--- config.mk ---
export PLATFORM = sky130hd
export DESIGN_NAME = casc_intc
export DESIGN_NICKNAME = d
export VERILOG_FILES = /design/src/rtl/cic_pkg.sv /design/src/rtl/cic_sub_layer.sv /design/src/rtl/cic_src_latch.sv /design/src/rtl/cic_prio_pick.sv /design/src/rtl/casc_intc.sv
export SDC_FILE = /design/constraint.sdc
export NUM_CORES = 1
export LEC_CHECK = 0
export ABC_AREA = 1
export BUFFER_PORTS_ARGS = -buffer_cell sky130_fd_sc_hd__buf_2
export CAP_MARGIN = 20
export CORE_AREA = 2 2 156 158
export CTS_CLUSTER_DIAMETER = 100
export DETAILED_ROUTE_END_ITERATION = 8
export DIE_AREA = 0 0 158 160
export PLACE_DENSITY = 0.55
export SLEW_MARGIN = 10
export SYNTH_ARGS = -nofsm -noshare
export SYNTH_HDL_FRONTEND = slang
export SYNTH_HIERARCHICAL = 1
export SYNTH_SLANG_ARGS = --single-unit
--- constraint.sdc ---
create_clock -name clk -period 1.43 [get_ports clk]
set_input_delay 0.429 -clock clk [delete_from_list [all_inputs] [get_ports clk]]
set_output_delay 0.429 -clock clk [all_outputs]
set_load 0.01 [all_outputs]
--- src/rtl/cic_pkg.sv ---
package cic_pkg;
  localparam int SUB_W  = 15;
  localparam int N_GRP  = 6;
  localparam int REG_AW = 3;
  localparam int RSVD_A = 6;
  localparam int RSVD_B = 24;

  localparam logic [REG_AW-1:0] A_SRCPND  = 3'd0;
  localparam logic [REG_AW-1:0] A_MASK    = 3'd1;
  localparam logic [REG_AW-1:0] A_INTPND  = 3'd2;
  localparam logic [REG_AW-1:0] A_SUBPND  = 3'd3;
  localparam logic [REG_AW-1:0] A_SUBMASK = 3'd4;

  // sub-bit field owned by group g: three serial groups of 3, then pairs
  function automatic logic [SUB_W-1:0] grp_field(input int g);
    int lo, w;
    logic [31:0] f;
    lo = (g < 3) ? 3 * g : 9 + 2 * (g - 3);
    w  = (g < 3) ? 3 : 2;
    f  = ((32'd1 << w) - 32'd1) << lo;
    return f[SUB_W-1:0];
  endfunction

  function automatic int grp_parent(input int g);
    case (g)
      0: return 28;
      1: return 23;
      2: return 15;
      3: return 31;
      4: return 17;
      default: return 9;
    endcase
  endfunction
endpackage

--- src/rtl/cic_sub_layer.sv ---
module cic_sub_layer
  import cic_pkg::*;
(
  input  logic             clk,
  input  logic             rst,
  input  logic [SUB_W-1:0] sub_lines,
  input  logic [SUB_W-1:0] sub_clr,
  input  logic             mask_we,
  input  logic [SUB_W-1:0] mask_wdata,
  output logic [SUB_W-1:0] sub_pend,
  output logic [SUB_W-1:0] sub_mask,
  output logic [N_GRP-1:0] grp_req
);
  always_ff @(posedge clk) begin
    if (rst) begin
      sub_pend <= '0;
      sub_mask <= '1;
    end else begin
      sub_pend <= (sub_pend | sub_lines) & ~sub_clr;
      if (mask_we) sub_mask <= mask_wdata;
    end
  end

  for (genvar g = 0; g < N_GRP; g++) begin : g_grp
    assign grp_req[g] = |(sub_pend & ~sub_mask & grp_field(g));
  end


  sub_clr_chk: assert property (@(posedge clk) disable iff (rst)
    (|sub_clr) |=> ((sub_pend & $past(sub_clr)) == '0));
endmodule

--- src/rtl/cic_src_latch.sv ---
module cic_src_latch #(
  parameter int             N     = 32,
  parameter logic [N-1:0]   LEVEL = '0
) (
  input  logic         clk,
  input  logic         rst,
  input  logic [N-1:0] req,
  input  logic [N-1:0] clr,
  output logic [N-1:0] pend
);
  logic [N-1:0] prev;
  logic [N-1:0] set_v;

  assign set_v = req & (LEVEL | ~prev);

  always_ff @(posedge clk) begin
    if (rst) begin
      prev <= '0;
      pend <= '0;
    end else begin
      prev <= req;
      pend <= (pend | set_v) & ~clr;
    end
  end


  edge_latch_chk: assert property (@(posedge clk) disable iff (rst)
    (|(req & ~prev & ~clr)) |=>
      ((pend & $past(req & ~prev & ~clr)) == $past(req & ~prev & ~clr)));
endmodule

--- src/rtl/cic_prio_pick.sv ---
module cic_prio_pick #(
  parameter int N = 32
) (
  input  logic [N-1:0] cand,
  output logic [N-1:0] pick
);
  assign pick = cand & (~cand + {{(N-1){1'b0}}, 1'b1});
endmodule

--- src/rtl/casc_intc.sv ---
module casc_intc
  import cic_pkg::*;
#(
  parameter int                NUM_SRC   = 32,
  parameter int                DATA_W    = 32,
  parameter logic [NUM_SRC-1:0] LEVEL_SRC = 32'h0000_0030
) (
  input  logic              clk,
  input  logic              rst,
  input  logic [NUM_SRC-1:0] src_lines,
  input  logic [SUB_W-1:0]  sub_lines,
  input  logic              reg_we,
  input  logic [REG_AW-1:0] reg_addr,
  input  logic [DATA_W-1:0] reg_wdata,
  output logic [DATA_W-1:0] reg_rdata,
  output logic              irq_o
);
  function automatic logic [NUM_SRC-1:0] parent_bits();
    logic [NUM_SRC-1:0] m;
    m = '0;
    for (int g = 0; g < N_GRP; g++) m[grp_parent(g)] = 1'b1;
    return m;
  endfunction

  localparam logic [NUM_SRC-1:0] PARENT_MASK = parent_bits();
  localparam logic [NUM_SRC-1:0] RSVD_MASK =
    (NUM_SRC'(1) << RSVD_A) | (NUM_SRC'(1) << RSVD_B);

  logic [NUM_SRC-1:0] src_pend, int_pend, prim_mask, req_vec, pick;
  logic [NUM_SRC-1:0] clr_src, clr_int;
  logic [SUB_W-1:0]   sub_pend, sub_mask, clr_sub;
  logic [N_GRP-1:0]   grp_req;
  logic [DATA_W-1:0]  rd_mux;

  assign clr_src = (reg_we && reg_addr == A_SRCPND) ? reg_wdata[NUM_SRC-1:0] : '0;
  assign clr_int = (reg_we && reg_addr == A_INTPND) ? reg_wdata[NUM_SRC-1:0] : '0;
  assign clr_sub = (reg_we && reg_addr == A_SUBPND) ? reg_wdata[SUB_W-1:0]   : '0;

  cic_sub_layer u_sub (
    .clk(clk), .rst(rst), .sub_lines(sub_lines), .sub_clr(clr_sub),
    .mask_we(reg_we && reg_addr == A_SUBMASK), .mask_wdata(reg_wdata[SUB_W-1:0]),
    .sub_pend(sub_pend), .sub_mask(sub_mask), .grp_req(grp_req)
  );

  always_comb begin
    req_vec = src_lines & ~PARENT_MASK & ~RSVD_MASK;
    for (int g = 0; g < N_GRP; g++)
      req_vec[grp_parent(g)] = grp_req[g];
  end

  cic_src_latch #(.N(NUM_SRC), .LEVEL(LEVEL_SRC | PARENT_MASK)) u_latch (
    .clk(clk), .rst(rst), .req(req_vec), .clr(clr_src), .pend(src_pend)
  );

  cic_prio_pick #(.N(NUM_SRC)) u_pick (
    .cand(src_pend & ~prim_mask), .pick(pick)
  );

  always_ff @(posedge clk) begin
    if (rst) begin
      prim_mask <= '1;
      int_pend  <= '0;
    end else begin
      if (reg_we && reg_addr == A_MASK) prim_mask <= reg_wdata[NUM_SRC-1:0];
      if (|int_pend) int_pend <= int_pend & ~clr_int;
      else           int_pend <= pick;
    end
  end

  always_comb begin
    rd_mux = '0;
    case (reg_addr)
      A_SRCPND:  rd_mux[NUM_SRC-1:0] = src_pend;
      A_MASK:    rd_mux[NUM_SRC-1:0] = prim_mask;
      A_INTPND:  rd_mux[NUM_SRC-1:0] = int_pend;
      A_SUBPND:  rd_mux[SUB_W-1:0]   = sub_pend;
      A_SUBMASK: rd_mux[SUB_W-1:0]   = sub_mask;
      default:   rd_mux = '0;
    endcase
  end

  always_ff @(posedge clk) begin
    if (rst) reg_rdata <= '0;
    else     reg_rdata <= rd_mux;
  end

  assign irq_o = |int_pend;


  rsvd_never_chk: assert property (@(posedge clk) disable iff (rst)
    (src_pend & RSVD_MASK) == '0);

  intpnd_onehot_chk: assert property (@(posedge clk) disable iff (rst)
    $onehot0(int_pend));

  intpnd_hold_chk: assert property (@(posedge clk) disable iff (rst)
    (int_pend != '0 && clr_int == '0) |=> (int_pend == $past(int_pend)));

  intpnd_unmasked_chk: assert property (@(posedge clk) disable iff (rst)
    (int_pend == '0) |=> ((int_pend & ~$past(src_pend & ~prim_mask)) == '0));
endmodule

Word level (Yosys, flattened, before mapping)
Cells that the tools add are included.

storage, ports and cells
  register bits after elaboration = 189
  logic and storage cells = 48

cells by class
  reduce and logical (&&, ||, !) cells = 13
  bitwise logic cells = 16
  multiplexer cells = 6
  equality and inequality tests = 4
  add/sub/neg operators = 1

operator list
  kind                     count
  $and A32 B32 Y32         5
  $not A32 Y32             4
  $mux W32                 3
  $pmux W15 S5             1
  $pmux W17 S3             1
  $add A32 B1 Y32 const B  1
  $or A32 B32 Y32          1
  $reduce_or A32 Y1        1
  $not A31 Y31             1
  $and A15 B15 Y15         2
  $not A15 Y15             2
  $mux W15                 1
  $or A15 B15 Y15          1
  $reduce_or A3 Y1         3
  $eq A3 B2 Y1 const B     2
  $reduce_or A2 Y1         3
  $logic_and A1 B1 Y1      5
  $eq A3 B1 Y1 const B     1
  $eq A3 B3 Y1 const B     1
  $logic_not A3 Y1         1

Logic depth before layout (Yosys ltp)
Gate-level depths: netlist of run 1.

  word-level depth = 6
  gate-level depth with buffers = 10
  mapped depth without buffers = 9

Hierarchy
Netlist of run 1, hierarchy kept.

modules (own cells, without submodules)
  module         times used  cells each  sequential area each (µm²)  area each (µm²)
  casc_intc      1           699         1921.8                      4614.4
  cic_src_latch  1           271         1121.1                      2080.7
  cic_sub_layer  1           176         600.6                       1290.0
  cic_prio_pick  1           149         0.0                         625.6

Worst setup path after synthesis of run 1
OpenSTA, ideal clock, no wires.

  path type = reg-to-output
  start = register int_pend[21]
  end = output port irq_o
  required time = 1001 ps
  path slack = -15 ps
  path buffers = 1
  cell stages (with the launch flop) = 8
  arrival = 1016 ps
  path through = dfxtp_1 > nor2_1 > nand2_1 > nor2_1 > nand2_1 > nor2_2 > buf_4 > inv_1

on the way
  cells in the longest elaborated chain, start to end = 1

ends and longest elaborated chain
  item                    line             RTL
  start, declared         casc_intc.sv:29  logic [NUM_SRC-1:0] src_pend, int_pend, prim_mask, req_vec, pick;
  start signal, assigned  casc_intc.sv:65  if (|int_pend) int_pend <= int_pend & ~clr_int;
  start signal, assigned  casc_intc.sv:66  else int_pend <= pick;
  $reduce_or A32 Y1       casc_intc.sv:87  assign irq_o = |int_pend;
  end, declared           casc_intc.sv:16  output logic irq_o

Every way passes these cells.

Worst setup path in the final report of run 1
  start = register int_pend[10]
  end = output port irq_o

The elaborated chain is that of the path after synthesis.

==> results of run 1 <==
==> through the flow <==
step                      std cells  worst slack, ns
after floorplan                1298           0.0143
after global placement         1762           -0.167
after detailed placement       1762           -0.202
after CTS                      1794           -0.519
after global routing           1799           -0.566
final                          1799           -0.501
==> registers in the layout, summed over array words and instances, names as in the netlist <==
| name | flops |
|---|---|
| int_pend | 32 |
| prim_mask | 32 |
| reg_rdata | 32 |
| u_latch/pend | 32 |
| u_latch/prev | 24 |
| u_sub/sub_mask | 15 |
| u_sub/sub_pend | 15 |
==> power by group through the flow <==
| stage | Clock (uW) | Sequential, uW | Combinational, uW |
|---|---|---|---|
| global placement | 0 | 5540 | 1430 |
| floorplan | 0 | 5540 | 866 |
| global route | 5190 | 5460 | 1790 |
| finish | 4880 | 5430 | 1610 |
| detailed placement | 0 | 5540 | 1440 |
| CTS | 4990 | 5430 | 1460 |
==> final timing paths <==
kind | start | end
min | src_lines[2] | u_latch/prev[2]
min reg2reg | u_latch/pend[30] | u_latch/pend[30]
max reg2reg | int_pend[10] | int_pend[26]
max | int_pend[10] | irq_o
==> timing repair <==
action	in CTS	in global routing
resized for setup	13	65
hold buffers	0	0
buffers inserted	0	4
pin swaps	7	21
cloned	0	1
endpoints found under the setup margin	33	33
==> tightest hold or removal path: stages <==
cell    delay, ns
buf_2        0.10
inv_1        0.04
nor2_1       0.03
==> metal layers <==
metal	vias up	routed length (um)	GRT usage, %
li1	4231	-	-
met1	3636	11800	26.5
met2	147	11000	31.6
met3	20	818	2.93
met4	0	336	5.04
met5	-	0	0
==> layout make-up <==
| class | count | area [um^2] |
|---|---|---|
| clock buffers | 22 | 494 |
| clock inverters | 10 | 119 |
| fillers | 2578 | 12900 |
| inverters | 247 | 940 |
| multi-input cells | 821 | 3930 |
| flip-flops and latches | 182 | 3650 |
| well taps | 324 | 405 |
| repair buffers | 193 | 1410 |
==> cell usage after synthesis <==
cell type and number:
a21oi_1 50, buf_2 16, dfxtp_1 182, buf_4 8, nor3b_1 2, buf_1 1
nor4_1 1, buf_12 1, clkbuf_1 11, inv_6 1, o211ai_1 47, or2_0 1
clkinv_1 1, o211ai_2 2, nand2_2 12, nand3_2 11, clkinv_4 1, o21ai_0 38
clkbuf_2 1, nor2_4 4, buf_6 10, nand2_4 1, nand2_1 329, nor2_1 248
inv_1 236, inv_4 1, nand3_1 24, o21ai_1 11, inv_2 7, nand4_1 3
nor2_2 2, conb_1 1, nor3_4 1, nor3_1 10, a21oi_2 20
==> cell families after synthesis <==
| logic type | after synthesis |
|---|---|
| flops | 182 |
| simple gates | 649 |
| buf+inv | 295 |
| other cells | 1 |
| compound gates | 168 |
==> summary.md, run 1 <==
| Metric | Value |
|---|---|
| Final clock skew | `0.0121 ns` |
| Layout cell share with drive strength beyond 1 | `24.2%` |
| Number of port buffers | `109` |
| Critical path buffers and inverters | `2` |
| Crit-path slowest cell | `dfxtp_2` |
| Core Rows | `57` |
| Top-area cell type share of the netlist area | `42.3%` |
| GRT Util Overall | `19.3%` |
| Maximum VDD drop | `0.671 mV` |
| Post-synthesis compound-gate area fraction | `12.2%` |
| Largest net degree at the start of global routing | `39` |
| Mux share of post-synthesis cell area | `0%` |
| Reg2Reg Setup Slack | `-0.07 ns` |
| Most common cell after layout, fill and taps aside | `nand2_1` |
| Layout area overhead | `27.1%` |
| Most frequent cells in the layout | `nand2_1 (320), inv_1 (232), nor2_1 (211)` |
| Routed WL | `24.0 mm` |
| N_diodes | `0` |
| Core Box Area | `0.0238 mm^2` |
| CTS H-tree lvls | `4` |
| Cells after synthesis | `1,295` |
| Synth Area in Simple Gates | `30.8%` |
| PD cells | `1090 mW/mm^2` |
| Initial Utilization | `36.1%` |
| Fin nets | `1,547` |
| WP data arrival | `1.50 ns` |
| Final Cycle Share | `135%` |
| Main area contributors after synthesis | `dfxtp_1 (42%), nand2_1 (14%), nor2_1 (11%), inv_1 (10%), o211ai_1 (4.1%)` |
| Reported net switching power | `3140 uW` |
| Fin. Hold Viols | `0` |
| Depth of the most critical reg-to-reg path | `10` |
| Hold path cells | `3` |
| Worst-path fanout max | `3` |
| Final worst slack | `-0.501 ns` |
| Internal power | `8780 uW` |
| Crit-path leading delay family | `simple AND/OR/NAND/NOR gates` |
| Final Util | `46.0%` |
| Count of clock tree sinks | `182` |
| Final antenna-violating net count | `0` |
| Fmax | `518 MHz` |
| Final setup TNS | `-1.65 ns` |
| Avg Synthesized Cell Area | `6.65 um^2` |
| Top cell by count, worst path | `nor2_2` |
| I/O Pins | `118` |
| Crit path launch type | `flip-flop` |
| Post-route design area | `0.0109 mm^2` |
| CTS tree | `done` |
| Largest stage delay, worst path | `0.33 ns` |
| Placed cell areas | `0.0100 mm^2` |
| Vias/cell | `4.47` |
| Hold WC Path Type | `in2reg` |
| Crit path time final | `1.93 ns` |
| Clock Power Share | `41.0%` |
| DRT Pass-1 Iters | `5` |
| Pwr Total | `11,900 uW` |
| Vias in the first global route | `7,559` |
| Seq cells post-synth | `182` |
| XOR/XNOR Fraction of Synth Area | `0%` |
| Gate power share | `13.5%` |
| Yosys cell types | `35` |
| Via count | `8,034` |
| Routed length per placed instance | `13.3 um` |
| Die X | `158 um` |
| Setup crit end kind | `primary output` |
| Fin Hold WS | `0.207 ns` |
| Cell taking the most area after synthesis | `dfxtp_1` |
| Crit-path cells | `nor2_2 > nand2_1 > nor2_2 > nand2_2 > nor2_4 > inv_1 > buf_2` |
| Dpl hpwl | `17.7 mm` |
| Setup CP Type | `reg2out` |
| CTS Root Cell | `clkbuf_16` |
| Number of max-cap violations | `0` |
| RSZ-0062 raised after global routing | `true` |
| Post-Syn Area | `0.00861 mm^2` |
| Outcome | `finished with violations` |
| Synth Area in Adders | `0%` |
| Drt initial violations | `535` |
| Main combinational cell family by area after synthesis | `simple AND/OR/NAND/NOR gates` |
| DRC | `0` |
| Initial antenna violation count | `0` |
| Violated checks | `negative setup slack` |
| Clock latency on the worst-skew pair | `0.43 ns` |
| Num CTS Buffers | `17` |
| CP required | `1.00 ns` |
| WP depth | `7` |
| Final-report max-slew violation count | `0` |
| Total leakage power | `0.00552 uW` |
| First-pass GRT wire length | `38.3 mm` |
| GR Overflow Total | `0` |
| Worst-path clk slew | `0.07 ns` |
| Placer Congestion | `0.887` |
| Register area share after synthesis | `42.3%` |
| Net Sw Frac | `26.4%` |
| Sequential Power Share | `45.6%` |
| Max Buffers Root-to-Sink | `2` |
| Chip Height | `160 um` |
| Die area | `0.0253 mm^2` |
| Synth warnings | `6` |
| Final setup vio count | `22` |
(Power assumes the default switching activity.)
==> run 2: changes to the inputs <==
- TNS_END_PERCENT: unset -> 20
==> summary.md, run 2 (synthesis results as in run 1) <==
| Metric | Value |
|---|---|
| Initial Utilization | `36.1% (unchanged)` |
| DRT Pass-1 Iters | `5 (unchanged)` |
| Largest net degree at the start of global routing | `39 (unchanged)` |
| Fin. Hold Viols | `0 (unchanged)` |
| Reg-to-Reg Start | `prim_mask[1] (was int_pend[10])` |
| Number of port buffers | `109 (unchanged)` |
| Crit path launch type | `flip-flop (unchanged)` |
| Total leakage power | `0.00546 uW (was 0.00552 uW)` |
| Fin nets | `1,543 (was 1,547)` |
| Final antenna-violating net count | `0 (unchanged)` |
| DRC | `0 (unchanged)` |
| Crit path time final | `1.92 ns (was 1.93 ns)` |
| Final Cycle Share | `134% (was 135%)` |
| WP data arrival | `1.49 ns (was 1.50 ns)` |
| Outcome | `finished with violations (unchanged)` |
| Final clock skew | `0.0108 ns (was 0.0121 ns)` |
| Setup crit end kind | `primary output (unchanged)` |
| First-pass GRT wire length | `38.3 mm (unchanged)` |
| Num CTS Buffers | `17 (unchanged)` |
| CTS H-tree lvls | `4 (unchanged)` |
| Final worst slack | `-0.488 ns (was -0.501 ns)` |
| Final setup vio count | `11 (was 22)` |
| Worst-path fanout max | `3 (unchanged)` |
| Die X | `158 um (unchanged)` |
| Depth of the most critical reg-to-reg path | `8 (was 10)` |
| Initial antenna violation count | `0 (unchanged)` |
| Hold WC Path Type | `in2reg (unchanged)` |
| Largest stage delay, worst path | `0.32 ns (was 0.33 ns)` |
| Die area | `0.0253 mm^2 (unchanged)` |
| Core Rows | `57 (unchanged)` |
| Final-report max-slew violation count | `0 (unchanged)` |
| RSZ-0062 raised after global routing | `true (unchanged)` |
| Drt initial violations | `551 (was 535)` |
| Via count | `7,965 (was 8,034)` |
| Crit path capture | `irq_o (unchanged)` |
| Setup CP Type | `reg2out (unchanged)` |
| Fin Hold WS | `0.208 ns (was 0.207 ns)` |
| Maximum VDD drop | `0.671 mV (about the same)` |
| Critical R2R Capture | `int_pend[25] (was int_pend[26])` |
| N_diodes | `0 (unchanged)` |
| Vias in the first global route | `7,561 (was 7,559)` |
| CTS tree | `done (unchanged)` |
| Chip Height | `160 um (unchanged)` |
| Clock latency on the worst-skew pair | `0.43 ns (about the same)` |
| Most frequent cells in the layout | `nand2_1 (323), inv_1 (234), nor2_1 (230) (was nand2_1 (320), inv_1 (232), nor2_1 (211))` |
| I/O Pins | `118 (unchanged)` |
| Vias/cell | `4.44 (was 4.47)` |
| Most common cell after layout, fill and taps aside | `nand2_1 (unchanged)` |
| CP startpoint | `int_pend[11] (was int_pend[10])` |
| Violated checks | `negative setup slack (unchanged)` |
| Crit-path slowest cell | `dfxtp_2 (unchanged)` |
| GRT Util Overall | `19.3% (about the same)` |
| Core Box Area | `0.0238 mm^2 (unchanged)` |
| CP required | `1.00 ns (about the same)` |
| PD cells | `1090 mW/mm^2 (about the same)` |
| Number of max-cap violations | `0 (unchanged)` |
| Max Buffers Root-to-Sink | `2 (unchanged)` |
| Count of clock tree sinks | `182 (unchanged)` |
| Hold buffers post-CTS | `0 (unchanged)` |
| Worst Hold Launch | `src_lines[2] (unchanged)` |
| Routed length per placed instance | `13.2 um (was 13.3 um)` |
| Layout cell share with drive strength beyond 1 | `21.5% (was 24.2%)` |
| CTS Root Cell | `clkbuf_16 (unchanged)` |
| Fmax | `521 MHz (was 518 MHz)` |
| Final setup TNS | `-0.668 ns (was -1.65 ns)` |
| Routed WL | `23.7 mm (was 24.0 mm)` |
| Worst-path clk slew | `0.07 ns (about the same)` |
| Dpl hpwl | `17.7 mm (unchanged)` |
| Placer Congestion | `0.887 (unchanged)` |
| Dpl ws | `-0.202 ns (unchanged)` |
| Layout area overhead | `25.1% (was 27.1%)` |
| GR Overflow Total | `0 (unchanged)` |
| Reg2Reg Setup Slack | `-0.04 ns (was -0.07 ns)` |
| Crit-path cells | `nor2_1 > nand2_1 > nor2_2 > nand2_2 > nor2_4 > inv_1 > buf_2 (was nor2_2 > nand2_1 > nor2_2 > nand2_2 > nor2_4 > inv_1 > buf_2)` |
==> run 2: cell types whose count changed in the layout (fill, tap and decap cells not counted), sizes merged <==
cell,previous run,this run
buf,192,189
clkbuf,23,22
==> run 2: layer usage <==
metal / wire (um) / track usage (%) / vias to the layer above
li1: - / - / 4219
met1: 11700 / 26.5 / 3578
met2: 10900 / 31.7 / 148
met3: 838 / 2.93 / 20
met4: 330 / 5.04 / 0
met5: 0 / 0 / -
==> run 2: how the worst min path moves through the flow <==
stage / cells past startpoint / slack, ns / end
6_report: 3 / 0.21 / u_latch/prev[2]
4_1_cts: 3 / 0.20 / u_latch/prev[2]
3_5_place_dp: 2 / 0.44 / u_latch/pend[0]
3_3_place_gp: 2 / 0.43 / u_latch/pend[30]
2_1_floorplan: 2 / 0.43 / u_latch/pend[0]
5_1_grt: 3 / 0.21 / u_latch/prev[25]
==> run 2: timing repair <==
item | 4_1_cts | 5_1_grt
setup buffers | 0 | 1
gates resized for setup | 7 | 29
setup endpoints to repair | 33 | 33
pin swaps | 4 | 11
gates cloned | 0 | 0
==> run 2: stage by stage <==
stage          util (%)  cells  power [uW]  instance area (um^2)
3_3_place_gp       42.2   1762        6960                 10000
4_1_cts            44.8   1794       11900                 10700
6_report           45.2   1795       11800                 10800
3_5_place_dp       42.2   1762        6980                 10000
5_1_grt            45.2   1795       12300                 10800
2_1_floorplan         -   1298        6410                  8630
==> run 2: area by class of cell <==
cell class,count,area [um^2]
fillers,2593,13000
multi-input cells,821,3820
flip-flops and latches,182,3640
repair buffers,189,1350
inverters,247,940
clock buffers,22,494
well taps,324,405
clock inverters,10,119
==> run 2: power by group <==
part | internal [uW] | leakage [uW] | switching, uW
registers | 5310 | 0.00150 | 120
clock network | 2820 | 0.000306 | 2060
logic | 551 | 0.00366 | 912
==> run 2: critical path: cells and delay by family (launching register included) <==
kind / cells / cell delay (ns)
simple gates: 5 / 0.56
flops: 1 / 0.32
buf+inv: 2 / 0.18
